$ cat config.mk
export PLATFORM = sky130hd
export DESIGN_NAME = olen_merge
export DESIGN_NICKNAME = d
export VERILOG_FILES = /design/src/rtl/olen_merge.sv
export SDC_FILE = /design/constraint.sdc
export NUM_CORES = 1
export LEC_CHECK = 0
export BUFFER_PORTS_ARGS = -buffer_cell sky130_fd_sc_hd__buf_2
export CAP_MARGIN = 20
export CORE_ASPECT_RATIO = 1.4
export CORE_MARGIN = 2
export CORE_UTILIZATION = 51
export CTS_CLUSTER_DIAMETER = 30
export DETAILED_ROUTE_END_ITERATION = 16
export GPL_ROUTABILITY_DRIVEN = 0
export PLACE_DENSITY_LB_ADDON = 0.1
export SLEW_MARGIN = 20
export SYNTH_ARGS = -nofsm -noshare
export SYNTH_HDL_FRONTEND = slang
export SYNTH_SLANG_ARGS = --single-unit
$ cat constraint.sdc
create_clock -name clk -period 8.9 [get_ports clk]
set_clock_uncertainty 0.2 [all_clocks]
set_input_delay 0.445 -clock clk [delete_from_list [all_inputs] [get_ports clk]]
set_output_delay 0.445 -clock clk [all_outputs]
set_load 0.02 [all_outputs]
$ cat src/rtl/olen_merge.sv
module olen_merge (
  input  logic        clk,
  input  logic        rst_n,
  input  logic        in_vld,
  input  logic [10:0] op1,
  input  logic [4:0]  ext1,
  input  logic [4:0]  op2,
  input  logic [4:0]  ext2,
  output logic [10:0] len_oh,
  output logic        len_bad,
  output logic        in_err,
  output logic        out_vld
);

  localparam int OP1_W = 11;
  localparam int OP2_W = 5;
  localparam int EXT_W = 5;
  localparam int LEN_W = 11;
  localparam int ESC_BIT = OP1_W - 1;

  logic d1, d2, d3, d4, d5, d7;
  logic a2, a3, a4, a6, esc;
  logic t_d3, t_d4, t_d6, t_a3, t_a4;
  logic x0, x1, x2, x4, x5;
  logic y0, y1, y2, y4, y5;

  assign d1  = op1[0];
  assign d2  = op1[1];
  assign d3  = op1[2];
  assign d4  = op1[3];
  assign d5  = op1[4];
  assign d7  = op1[5];
  assign a2  = op1[6];
  assign a3  = op1[7];
  assign a4  = op1[8];
  assign a6  = op1[9];
  assign esc = op1[ESC_BIT];

  assign t_d3 = op2[0];
  assign t_d4 = op2[1];
  assign t_d6 = op2[2];
  assign t_a3 = op2[3];
  assign t_a4 = op2[4];

  assign x0 = ext1[0];
  assign x1 = ext1[1];
  assign x2 = ext1[2];
  assign x4 = ext1[3];
  assign x5 = ext1[4];

  assign y0 = ext2[0];
  assign y1 = ext2[1];
  assign y2 = ext2[2];
  assign y4 = ext2[3];
  assign y5 = ext2[4];

  // first stage: escaped opcode with its own extra bytes, lengths 3..9
  logic s3, s4, s5, s6, s7, s8, s9;

  assign s3 = (t_a3 & y0) | t_d3;
  assign s4 = (t_a3 & y1) | (t_a4 & y0) | t_d4;
  assign s5 = (t_a3 & y2) | (t_a4 & y1);
  assign s6 = (t_a4 & y2);
  assign s7 = (t_a3 & y4);
  assign s8 = (t_a3 & y5) | (t_a4 & y4);
  assign s9 = (t_a4 & y5);

  // final stage: one-byte path merged with the gated first stage
  logic [LEN_W-1:0] raw;

  assign raw[0]  = d1;
  assign raw[1]  = (a2 & x0) | d2;
  assign raw[2]  = (a2 & x1) | (a3 & x0) | d3 | (esc & s3);
  assign raw[3]  = (a2 & x2) | (a3 & x1) | (a4 & x0) | d4 | (esc & s4);
  assign raw[4]  = (a3 & x2) | (a4 & x1) | d5 | (esc & s5);
  assign raw[5]  = (a2 & x4) | (a4 & x2) | (a6 & x0) | (esc & t_d6) | (esc & s6);
  assign raw[6]  = (a2 & x5) | (a3 & x4) | (a6 & x1) | d7 | (esc & s7);
  assign raw[7]  = (a3 & x5) | (a4 & x4) | (a6 & x2) | (esc & s8);
  assign raw[8]  = (a4 & x5) | (esc & s9);
  assign raw[9]  = (a6 & x4);
  assign raw[10] = (a6 & x5);

  logic op1_ok, ext1_ok, op2_ok, ext2_ok, err_n;
  logic [LEN_W-1:0] len_n;

  assign op1_ok  = $onehot(op1);
  assign ext1_ok = $onehot(ext1);
  assign op2_ok  = $onehot(op2);
  assign ext2_ok = $onehot(ext2);
  assign err_n   = !op1_ok || !ext1_ok || (esc && (!op2_ok || !ext2_ok));
  assign len_n   = err_n ? '0 : raw;

  always_ff @(posedge clk) begin
    if (!rst_n) begin
      len_oh  <= '0;
      len_bad <= 1'b0;
      in_err  <= 1'b0;
      out_vld <= 1'b0;
    end else begin
      out_vld <= in_vld;
      if (in_vld) begin
        len_oh  <= len_n;
        in_err  <= err_n;
        len_bad <= ($countones(len_n) != 1);
      end
    end
  end


  len_onehot_chk: assert property (@(posedge clk) disable iff (!rst_n)
    $onehot0(len_oh));


  err_zero_chk: assert property (@(posedge clk) disable iff (!rst_n)
    in_err |-> (len_oh == '0));


  bad_on_err_chk: assert property (@(posedge clk) disable iff (!rst_n)
    in_err |-> len_bad);


  good_not_bad_chk: assert property (@(posedge clk) disable iff (!rst_n)
    (out_vld && !in_err) |-> !len_bad);


  hold_chk: assert property (@(posedge clk) disable iff (!rst_n)
    (!in_vld && $past(rst_n)) |=> ($stable(len_oh) && $stable(in_err) && $stable(len_bad)));


  esc_gate_chk: assert property (@(posedge clk) disable iff (!rst_n)
    (in_vld && !esc && op1_ok && ext1_ok) |=> !in_err);

endmodule

Word level (Yosys, flattened, before mapping)
Cells that the tools add are included.
{"block": "op_classes", "reduce_logical": 8, "mux": 1, "n_bitwise": 66, "n_eq_ne": 5, "addsub": 32}
{"cell": "1-bit bitwise AND", "count": 38}
{"cell": "1-bit by 1-bit adder with 2-bit output", "count": 16}
{"cell": "1-bit OR", "count": 28}
{"cell": "2-bit by 2-bit adder with 3-bit output", "count": 7}
{"cell": "11-bit 2-to-1 mux", "count": 1}
{"cell": "3-bit by 1-bit adder with 3-bit output", "count": 3}
{"cell": "3-bit by 1-bit equality test with 1-bit output, second input constant", "count": 3}
{"cell": "3-bit by 3-bit adder with 4-bit output", "count": 2}
{"cell": "2-bit by 1-bit adder with 3-bit output", "count": 2}
{"cell": "4-bit by 3-bit adder with 5-bit output", "count": 1}
{"cell": "5-bit by 1-bit != test with 1-bit output, second input constant", "count": 1}
{"cell": "4-bit by 3-bit adder with 4-bit output", "count": 1}
{"cell": "4-bit by 1-bit equality test with 1-bit output, second input constant", "count": 1}
{"cell": "1-bit logical NOT", "count": 4}
{"cell": "1-bit logical OR", "count": 3}
{"cell": "1-bit logical AND", "count": 1}
{"block": "word_totals", "input_bits": 29, "regBits": 14}

Logic depth before layout (Yosys ltp)
Gate-level depths: netlist of the first run.
{"block": "logic_depth", "depth_word": 14, "ltp_mapped": 21}

Worst setup path before layout of the first run
OpenSTA, ideal clock, no wires.
{"block": "synth_path", "path_kind": "input to register", "start": "input port op1[0]", "end": "register len_bad", "cell_stages": 20, "setup_slack_ps": 2453, "required_time_ps": 8565, "t_arrival_ps": 6112, "setup_ps": 135, "path_buffers": 1, "cell_sequence": "fa_1 > fa_1 > inv_1 > fa_1 > inv_1 > fa_1 > inv_1 > fa_1 > nor4b_1 > o2111a_1 > clkbuf_1 > nand3_1 > fa_1 > fa_1 > fa_1 > fa_1 > inv_1 > fa_1 > nor2_1 > a31oi_1"}
{"block": "synth_between", "elab_chain_len": 14, "word_cells_on_any_way": 20, "cone_classes": "add/sub (14); eq/ne (2); mux (1); reduce/logical (3)"}
{"item": "start: declaration", "line": "5", "text": "input logic [10:0] op1,"}
{"item": "1-bit by 1-bit adder with 2-bit output (implied by the code)", "line": "86", "text": "assign op1_ok = $onehot(op1);"}
{"item": "2-bit by 2-bit adder with 3-bit output (implied by the code)", "line": "86"}
{"item": "3-bit by 3-bit adder with 4-bit output (implied by the code)", "line": "86"}
{"item": "4-bit by 3-bit adder with 4-bit output (implied by the code)", "line": "86"}
{"item": "4-bit by 1-bit equality test with 1-bit output", "line": "86"}
{"item": "1-bit logical NOT", "line": "90", "text": "assign err_n = !op1_ok || !ext1_ok || (esc && (!op2_ok || !ext2_ok));"}
{"item": "1-bit logical OR (2 in a row)", "line": "90"}
{"item": "11-bit 2-to-1 mux *", "line": "91", "text": "assign len_n = err_n ? '0 : raw;"}
{"item": "1-bit by 1-bit adder with 2-bit output (implied by the code)", "line": "104", "text": "len_bad <= ($countones(len_n) != 1);"}
{"item": "2-bit by 2-bit adder with 3-bit output (implied by the code)", "line": "104"}
{"item": "3-bit by 3-bit adder with 4-bit output (implied by the code)", "line": "104"}
{"item": "4-bit by 3-bit adder with 5-bit output (implied by the code) *", "line": "104"}
{"item": "5-bit by 1-bit != test with 1-bit output *", "line": "104"}
{"item": "end signal: assignment", "line": "104"}
{"item": "end: declaration", "line": "10", "text": "output logic len_bad,"}
Mark *: on every way between the ends. The rest lies on a longest branch, timed or not.
A chain may end at the register's enable or synchronous reset.

Worst setup path after layout of the first run
Same ends and word-level chain as after synthesis.

==> results summary, run 1 <==
The number of H-tree levels came out at 1. The final critical path time including I/O delays and setup came out at about 6.7 ns. During synthesis, Yosys emitted a total of 0 warnings. STA classifies the critical path endpoint as a flop. The post-route setup TNS is 0 ns. The leakage power figure is 0.8268 nW. The first global-routing pass estimated roughly 6000 µm of wire.

In the final routed layout, each cell accounts on average for 15.44 µm. The root buffer cell chosen for the clock tree is sky130_fd_sc_hd__clkbuf_4. The sequential element share of the synthesized area is 0.1975. Counting the buffers created by CTS gives 3. Buffers placed on the I/O ports in this run total 42. The arrival time of data at the critical path endpoint is 6.70 ns. The clock latency reported for the late side of the worst-skew pair came out at 0.29 ns. The hold path startpoint is op1[0]. The most numerous cell type found on the critical path is sky130_fd_sc_hd__fa_1. The count of cells along the worst register-to-register path came out at 2. The ratio of total power to cell area is roughly 120 nW/µm².

Traced cell by cell, the critical path runs through buf_2 -> fa_1 -> fa_1 -> inv_1 -> fa_1 -> inv_1 -> fa_1 -> inv_1 -> fa_1 -> nor4b_1 -> o2111a_1 -> nand3_1 -> fa_1 -> fa_1 -> fa_1 -> fa_1 -> inv_1 -> fa_1 -> nor2_1 -> a31oi_1. On the final layout, the worst hold slack is 0.2483 ns. In this run, post-CTS repair resized a total of 0 instances. Setup repair after global routing left no endpoint under its margin. The total count of hold-check failures in the final report came out at 0.

The number of DRC markers in iteration 0 came out at 30. The total nets after synthesis is 203. The standard-cell row count is 22. The flow ran to the end, and the final reports show no timing, DRC or antenna violations. The worst slew slack as a fraction of its limit came out at 0.5672. The number of remaining DRC errors came out at 0. The worst hold path terminates at len_oh[0]$_SDFFE_PN0P_. The worst setup path is launched from a primary input. The number of buffers on the longest clock path came out at 2.

The pin count of the biggest net entering global routing is 22. The count of nets after finishing is 243. The cell count after synthesis came out at 149.

The total setup buffers inserted after CTS is 0. The hold path depth came out at 2. The number of antenna violations at the first check in global routing came out at 0.

For the worst setup path, the data required time is ~8.9 ns. The clock sink count is 14. The total power consumption of the routed design came out at about 0.0002 W. The peak per-stage delay on the critical path came out at 0.69 ns. The worst setup path is of the in2reg kind. The synthesized netlist occupies a cell area of 1419 µm². The area inside the core boundary is 2643 µm². The die covers 3226 µm². After clock tree synthesis, the clock-pin slew on the worst setup and hold paths is 0.09 ns. The antenna diode count is 0. Compared with the post-synthesis result, the final layout area differs by 18.61%. The share of post-route cells with drive strength above 1 came out at 0.2660. The HPWL reported at the end of detailed placement came out at roughly 2900 µm.

The pre-antenna-repair detailed-routing pass consisted of 6 iterations. The post-synthesis area per instance is 9.523 µm². The largest individual stage delay along the critical path comes from the cell sky130_fd_sc_hd__o2111a_1. Setup violations remaining at the end of the flow were counted as 0. The count of unique library cells instantiated by Yosys came out at 35. The max-cap check violation count came out at 0.

The highest clock frequency the design can meet is 148.6 MHz. For this run, the total global-route usage over all layers was measured as 0.2413. The total wire length came out at 3459 µm. The worst-case register-to-register setup slack came out at 7.92 ns. The via count is 1321. The initial core utilization is 0.5369. TritonCTS built the clock tree. The count of hold buffers inserted by post-cts repair came out at 0.

The final period utilization is 0.7562. The number of global-route vias before repair came out at 1353. 43 I/O pins were placed.

Dividing the detail-routed via count by the number of cells gives 5.897. The total congestion overflow after global routing came out at 0. The actual transition at the worst max-transition pin came out at 0.6492 ns. The flip-flop and latch count after synthesis came out at 14.

The total of fill cells in the finished design is around 240. The die extent in x is around 49 µm. The vertical extent of the die is ~66 µm. The residual antenna-violating net count after detailed routing is 0. In this run the critical register-to-register path is launched from len_oh[5]$_SDFFE_PN0P_.

The worst-case vdd ir drop is 78.54 µV. The maximum fanout count along the critical path came out at 21. The total count of max-transition violations in the final report is 0. The path class of the tightest hold or removal check is in2reg. The critical register-to-register path endpoint is len_oh[5]$_SDFFE_PN0P_.
==> per-stage QoR <==
stage,utilization,instances,instance area [µm²],setup WS [ns]
after floorplan,-,149,1419,2.453
after global placement,0.6231,220,1647,2.012
after detailed placement,0.6231,220,1647,1.859
after CTS,0.6368,224,1683,2.174
after global routing,0.6368,224,1683,1.885
final,0.6368,224,1683,2.170
==> cell usage in the layout, fill, tap and decap left out, types with 2 or more instances in the layout <==
master	count
sky130_fd_sc_hd__buf_2	42
sky130_fd_sc_hd__nor3b_1	9
sky130_fd_sc_hd__ha_1	5
sky130_fd_sc_hd__a41o_1	9
sky130_fd_sc_hd__inv_1	23
sky130_fd_sc_hd__nand2b_1	2
sky130_fd_sc_hd__o21ai_0	4
sky130_fd_sc_hd__clkbuf_4	3
sky130_fd_sc_hd__nand3b_1	2
sky130_fd_sc_hd__a222oi_1	2
sky130_fd_sc_hd__dfxtp_1	14
sky130_fd_sc_hd__o41ai_1	2
sky130_fd_sc_hd__a22oi_1	2
sky130_fd_sc_hd__nand3_1	20
sky130_fd_sc_hd__fa_1	20
sky130_fd_sc_hd__a221oi_1	3
sky130_fd_sc_hd__nand4_1	2
sky130_fd_sc_hd__a21oi_1	4
sky130_fd_sc_hd__nor2_1	3
==> per-layer routing <==
metal / global-route usage / vias to the layer above / part of all wire
met5: 0 / - / 0
met4: 0.08929 / 0 / 0.019
met3: 0.02941 / 7 / 0.054
met2: 0.4583 / 51 / 0.52
met1: 0.2764 / 639 / 0.41
li1: - / 624 / -
==> critical path: cells and delay by family <==
kind | cells | cell delay [ns]
AOI/OAI and AO/OA | 2 | 0.77
adders and majority gates | 10 | 4.43
buffers and inverters | 5 | 0.39
and+or+nand+nor | 3 | 0.66
==> cells by family (layout without fill, tap and decap cells) <==
group | after synthesis | count (layout) | share of synthesized area
buffers and inverters | 32 | 71 | 0.08818
adder cells (fa/ha/maj) | 25 | 25 | 0.3263
flip-flops | 14 | 14 | 0.1975
AO/OA/AOI/OAI | 36 | 36 | 0.2090
AND/OR/NAND/NOR | 42 | 42 | 0.1790
==> layout make-up <==
type	count	area, µm²	share of cell area
clock buffers	4	36.28	0.02156
multi-input cells	103	1013	0.6022
well taps	36	45.04	0.02677
flip-flops and latches	14	280.3	0.1665
inverters	24	90.09	0.05353
repair buffers	43	217.7	0.1294
==> state kept, by name, indices dropped and copies added, names as in the netlist <==
| signal | flops |
|---|---|
| len_oh | 11 |
| out_vld | 1 |
| len_bad | 1 |
| in_err | 1 |
==> worst max-delay path by stage <==
stage | from | end
6_report | op1[0] | len_bad$_SDFFE_PN0P_
5_1_grt | op1[0] | len_bad$_SDFFE_PN0P_
4_1_cts | op1[0] | len_bad$_SDFFE_PN0P_
3_5_place_dp | op1[0] | len_bad$_SDFFE_PN0P_
3_3_place_gp | op1[0] | len_bad$_SDFFE_PN0P_
2_1_floorplan | op1[0] | len_bad$_SDFFE_PN0P_
==> synth_stat cells, drive strengths merged <==
library cell	number	area (µm²)
a211oi	1	7.510
a21o	1	7.510
a21oi	4	20.02
a221oi	3	26.28
a222oi	2	20.02
a22oi	2	15.01
a311oi	1	8.760
a31o	1	8.760
a31oi	1	6.260
a41o	9	90.09
and2	1	6.260
buf	2	12.51
clkbuf	6	22.52
clkinv	1	3.750
dfxtp	14	280.3
fa	20	400.4
ha	5	62.56
inv	23	86.33
nand2b	2	12.51
nand3	20	100.1
nand3b	2	15.01
nand4	2	12.51
nor2	3	11.26
nor2b	1	6.260
nor3b	9	67.56
nor4b	1	8.760
o2111a	1	11.26
o2111ai	1	8.760
o211ai	1	7.510
o21ai	4	20.02
o31a	1	8.760
o31ai	1	12.51
o41ai	2	17.52
or4b	1	13.76
==> where the power goes <==
part	internal (W)	switching, W	total [W]
Sequential	0.0000646	0.000000817	0.0000654
Combinational	0.0000363	0.0000524	0.0000887
Clock	0.0000250	0.0000218	0.0000467
Total	0.000126	0.0000750	0.000201
Note: power is estimated with default switching activity, not from simulation.
==> inputs of run 2 (changes only) <==
--- a/config.mk
+++ b/config.mk
@@ -5,11 +5,12 @@
 export SDC_FILE = /design/constraint.sdc
 export NUM_CORES = 1
 export LEC_CHECK = 0
+export ABC_AREA = 1
 export BUFFER_PORTS_ARGS = -buffer_cell sky130_fd_sc_hd__buf_2
 export CAP_MARGIN = 20
 export CORE_ASPECT_RATIO = 1.4
 export CORE_MARGIN = 2
-export CORE_UTILIZATION = 51
+export CORE_UTILIZATION = 47
 export CTS_CLUSTER_DIAMETER = 30
 export DETAILED_ROUTE_END_ITERATION = 16
 export GPL_ROUTABILITY_DRIVEN = 0
==> constraint.sdc (replaced) <==
create_clock -name clk -period 5.9 [get_ports clk]
set_clock_uncertainty 0.2 [all_clocks]
set_input_delay 0.295 -clock clk [delete_from_list [all_inputs] [get_ports clk]]
set_output_delay 0.295 -clock clk [all_outputs]
set_load 0.02 [all_outputs]
==> run 2 against run 1 <==
  * Worst hold slack lost 0.054 ns
  * Highest routed layer unchanged
  * Design area grew 14%
  * Largest power group unchanged
  * Combinational power grew 75%
  * Critical path type unchanged
  * Wire length shrank 8.0%
  * Area after synthesis increased by 5.6%
  * Clock power up 93%
  * Core utilization decreased by 1.9 points
  * Register-to-register slack worse by 2.9 ns
  * Non-clock buffer count grew 17
  * Die area is 14% higher
  * Power rose by 74%
==> results summary, run 2 <==
Of the available clock period, the critical path in the final layout requires 0.9982. Along the worst path, the maximum fanout reaches 4. The final critical path time including I/O delays and setup came out at 5.889 ns. The HPWL reported at the end of detailed placement is 2748 µm. The global-route usage over all layers is 0.1914. The share of post-route cells with drive strength above 1 came out at 0.3227. The worst-case IR drop observed on VDD is between 150 and 200 µV. The number of DRC markers in iteration 0 came out at 27. The flow ran to the end, and the final reports show no timing, DRC or antenna violations. The sequential element share of the synthesized area is 0.1870. The total nets after synthesis is 248. The number of enable flip-flop cells after synthesis came out at 0. The area of all placed cells without fillers came out at 1912 µm². The clock latency reported for the late side of the worst-skew pair came out at 0.24 ns.

The detail-routed via count per cell came out at 4.859. The count of unique library cells instantiated by Yosys is 24. The total of fill cells in the finished design is 309.

The worst slew slack as a fraction of its limit is 0.7143. The register with the most flip-flops in the layout has 11 of them. The die extent in x came out at 51.73 µm. The initial utilization of the core area, before any placement, comes to 0.4846.

The ratio of total power to cell area is about 180 nW/µm². The relative area change from synthesis to final layout is 27.55%. The pin count of the biggest net entering global routing is 28. For the worst setup path, the data required time is 5.82 ns. In the layout the commonest cells are sky130_fd_sc_hd__buf_2 (42), sky130_fd_sc_hd__nand2_1 (39), sky130_fd_sc_hd__inv_1 (35).

At the end of the flow the core is filled with cells to 0.6181. From bottom edge to top edge, the die measures 70.82 µm. The total wire length came out at 3183 µm. In this design, the stage delay of the slowest critical-path cell is 0.53 ns. The async set or reset register ratio after synthesis came out at 0. The via count is between 1000 and 1500. After detailed routing, the average wire length per cell comes to 10.98 µm.

TritonCTS built the clock tree. For this run, the leading register cell type out of synthesis is sky130_fd_sc_hd__dfxtp_1. Summed over all instances, the cell type with the most area after synthesis is sky130_fd_sc_hd__fa_1. Max-cap violations in this run came to 0. The total setup buffers inserted after CTS came out at 0. The cell with the most instances after synthesis is sky130_fd_sc_hd__nand2_1. The first global-routing pass estimated 5485 µm of wire.

Once placement finished, the instance area stood at between 1500 and 2000 µm². The number of global-route vias before repair is 1386. The number of iterations in the first detailed-routing pass is 4. The worst setup path is captured at a flop. The actual transition at the worst max-transition pin came out at 0.4285 ns. The number of buffers on the longest clock path is 2. The total count of max-transition violations in the final report came out at 0. Pin placement for this block handled between 40 and 50 I/O pins.

The arrival time of data at the critical path endpoint is between 5 and 6 ns. The count of buffers added on input and output ports is 42. The net count of the finished layout is between 300 and 400.

The total congestion overflow after global routing is 0. The number of antenna violations at the first check in global routing is 0. The post-synthesis area per instance is 7.726 µm². Row generation in the floorplan step produced 24 rows. In this run the standard cell core region covers 3093 µm². Among all stages on the critical path, the largest delay is contributed by sky130_fd_sc_hd__fa_1. Sorting the synthesized cells by area gives the leading types as sky130_fd_sc_hd__fa_1 (27%), sky130_fd_sc_hd__dfxtp_1 (19%), sky130_fd_sc_hd__nand2_1 (9.8%). The clock transition time at the flip-flop clock pins of the worst setup and hold paths came out at 0.05 ns. The number of remaining DRC errors came out at 0.

The number of antenna diodes in the final layout is 0. The critical path goes through buf_2 -> fa_1 -> fa_1 -> inv_1 -> fa_1 -> inv_1 -> fa_2 -> inv_1 -> fa_1 -> nand2_1 -> nor2_1 -> nand2_1 -> nor2_4 -> buf_4 -> nand3_2 -> fa_1 -> fa_1 -> fa_1 -> fa_2 -> inv_2 -> fa_1 -> nor2_1 -> o211a_1 -> a21oi_1. The share of synthesized area in the top cell type comes to 0.2671. CTS saw 14 sinks. The highest clock frequency the design can meet is 169.8 MHz. More flip-flops sit in one register than any other, and that register is len_oh. The residual antenna-violating net count after detailed routing came out at 0.

The commonest cells after synthesis are sky130_fd_sc_hd__nand2_1 (39), sky130_fd_sc_hd__inv_1 (36), sky130_fd_sc_hd__fa_1 (20), sky130_fd_sc_hd__dfxtp_1 (14), sky130_fd_sc_hd__nor2_1 (14). The flip-flop and latch count after synthesis is 14. The hold slack came out at 0.1947 ns. The tree is rooted in a sky130_fd_sc_hd__clkbuf_8. The total count of hold-check failures in the final report was 0.

The number of synthesis warnings came out at 0. In this run, CTS created clock tree buffers numbering 3. In this run the number of H-tree levels came out at 1. The cell area that synthesis handed to floorplanning was between 1000 and 1500 µm². The instance count of the mapped netlist is 194.

The worst setup path is launched from a primary input. The most repeated library cell on the critical path is sky130_fd_sc_hd__fa_1. The library cell used most frequently in the layout, excluding fill and tap cells, is sky130_fd_sc_hd__buf_2. In this run the worst hold path is classified as in2reg.

The floorplan step defined a die boundary enclosing 3664 µm². The category of the most critical setup path is in2reg. The leakage power figure is just under 1 nW. Setup violations remaining at the end of the flow were counted as 0. Setup repair after global routing could not meet its margin everywhere.
==> run 2: logic make-up (layout without fill, tap and decap cells) <==
group | after synthesis | in the layout | synth area share
AO/OA/AOI/OAI | 33 | 33 | 0.1260
adder cells (fa/ha/maj) | 25 | 25 | 0.3088
buffers and inverters | 44 | 101 | 0.1269
flip-flops | 14 | 14 | 0.1870
AND/OR/NAND/NOR | 78 | 78 | 0.2513
==> run 2: what timing repair did <==
action,CTS,global route
pin swaps,7,0
hold buffers,0,0
hold endpoints to repair,0,0
resized for setup,4,0
setup endpoints to repair,1,1
==> run 2: worst paths after layout <==
| path | endpoint | slack, ns | startpoint | cells after the start |
|---|---|---|---|---|
| worst min-delay path | out_vld$_SDFF_PN0_ | 0.19 | rst_n | 3 |
| worst min register to register | len_oh[2]$_SDFFE_PN0P_ | 0.32 | len_oh[2]$_SDFFE_PN0P_ | 2 |
| worst max register to register | in_err$_SDFFE_PN0P_ | 5.04 | in_err$_SDFFE_PN0P_ | 3 |
| worst max-delay path | len_bad$_SDFFE_PN0P_ | 0.01 | op1[3] | 24 |
==> run 2: per-layer routing <==
layer	GRT usage	share of wire
met3	0.006329	0.043
met1	0.2247	0.42
met4	0.07310	0.017
met2	0.3575	0.52
met5	0	0
==> run 2: cell type report <==
class	instances	area, µm²	area share
multi-input combinational	136	1044	0.5458
timing repair buffer	60	345.3	0.1806
sequential	14	280.3	0.1466
inverter	37	138.9	0.07264
clock buffer	4	55.05	0.02880
tap	39	48.80	0.02552
==> run 2: critical path, delay by kind of cell <==
family                     cells  cell delay (ns)
AOI/OAI and AO/OA              2             0.21
adders and majority gates     10             4.33
buffers and inverters          6             0.47
and+or+nand+nor                6             0.51
==> run 2: power by group <==
| group | total, W | internal (W) | switching (W) |
|---|---|---|---|
| Clock | 0.0000903 | 0.0000590 | 0.0000313 |
| Sequential | 0.000103 | 0.000101 | 0.00000232 |
| Combinational | 0.000155 | 0.0000663 | 0.0000889 |
==> run 2: stage by stage <==
step / setup TNS [ns] / power [W] / setup slack, ns / std cells
after floorplan: -0.06021 / 0.0002101 / -0.06021 / 194
final: 0 / 0.0003486 / 0.01084 / 290
after global placement: -0.3024 / 0.0002584 / -0.3024 / 286
after detailed placement: -0.3978 / 0.0002603 / -0.3978 / 286
after global routing: -0.3375 / 0.0003825 / -0.3375 / 290
after CTS: -0.03629 / 0.0003565 / -0.03629 / 290
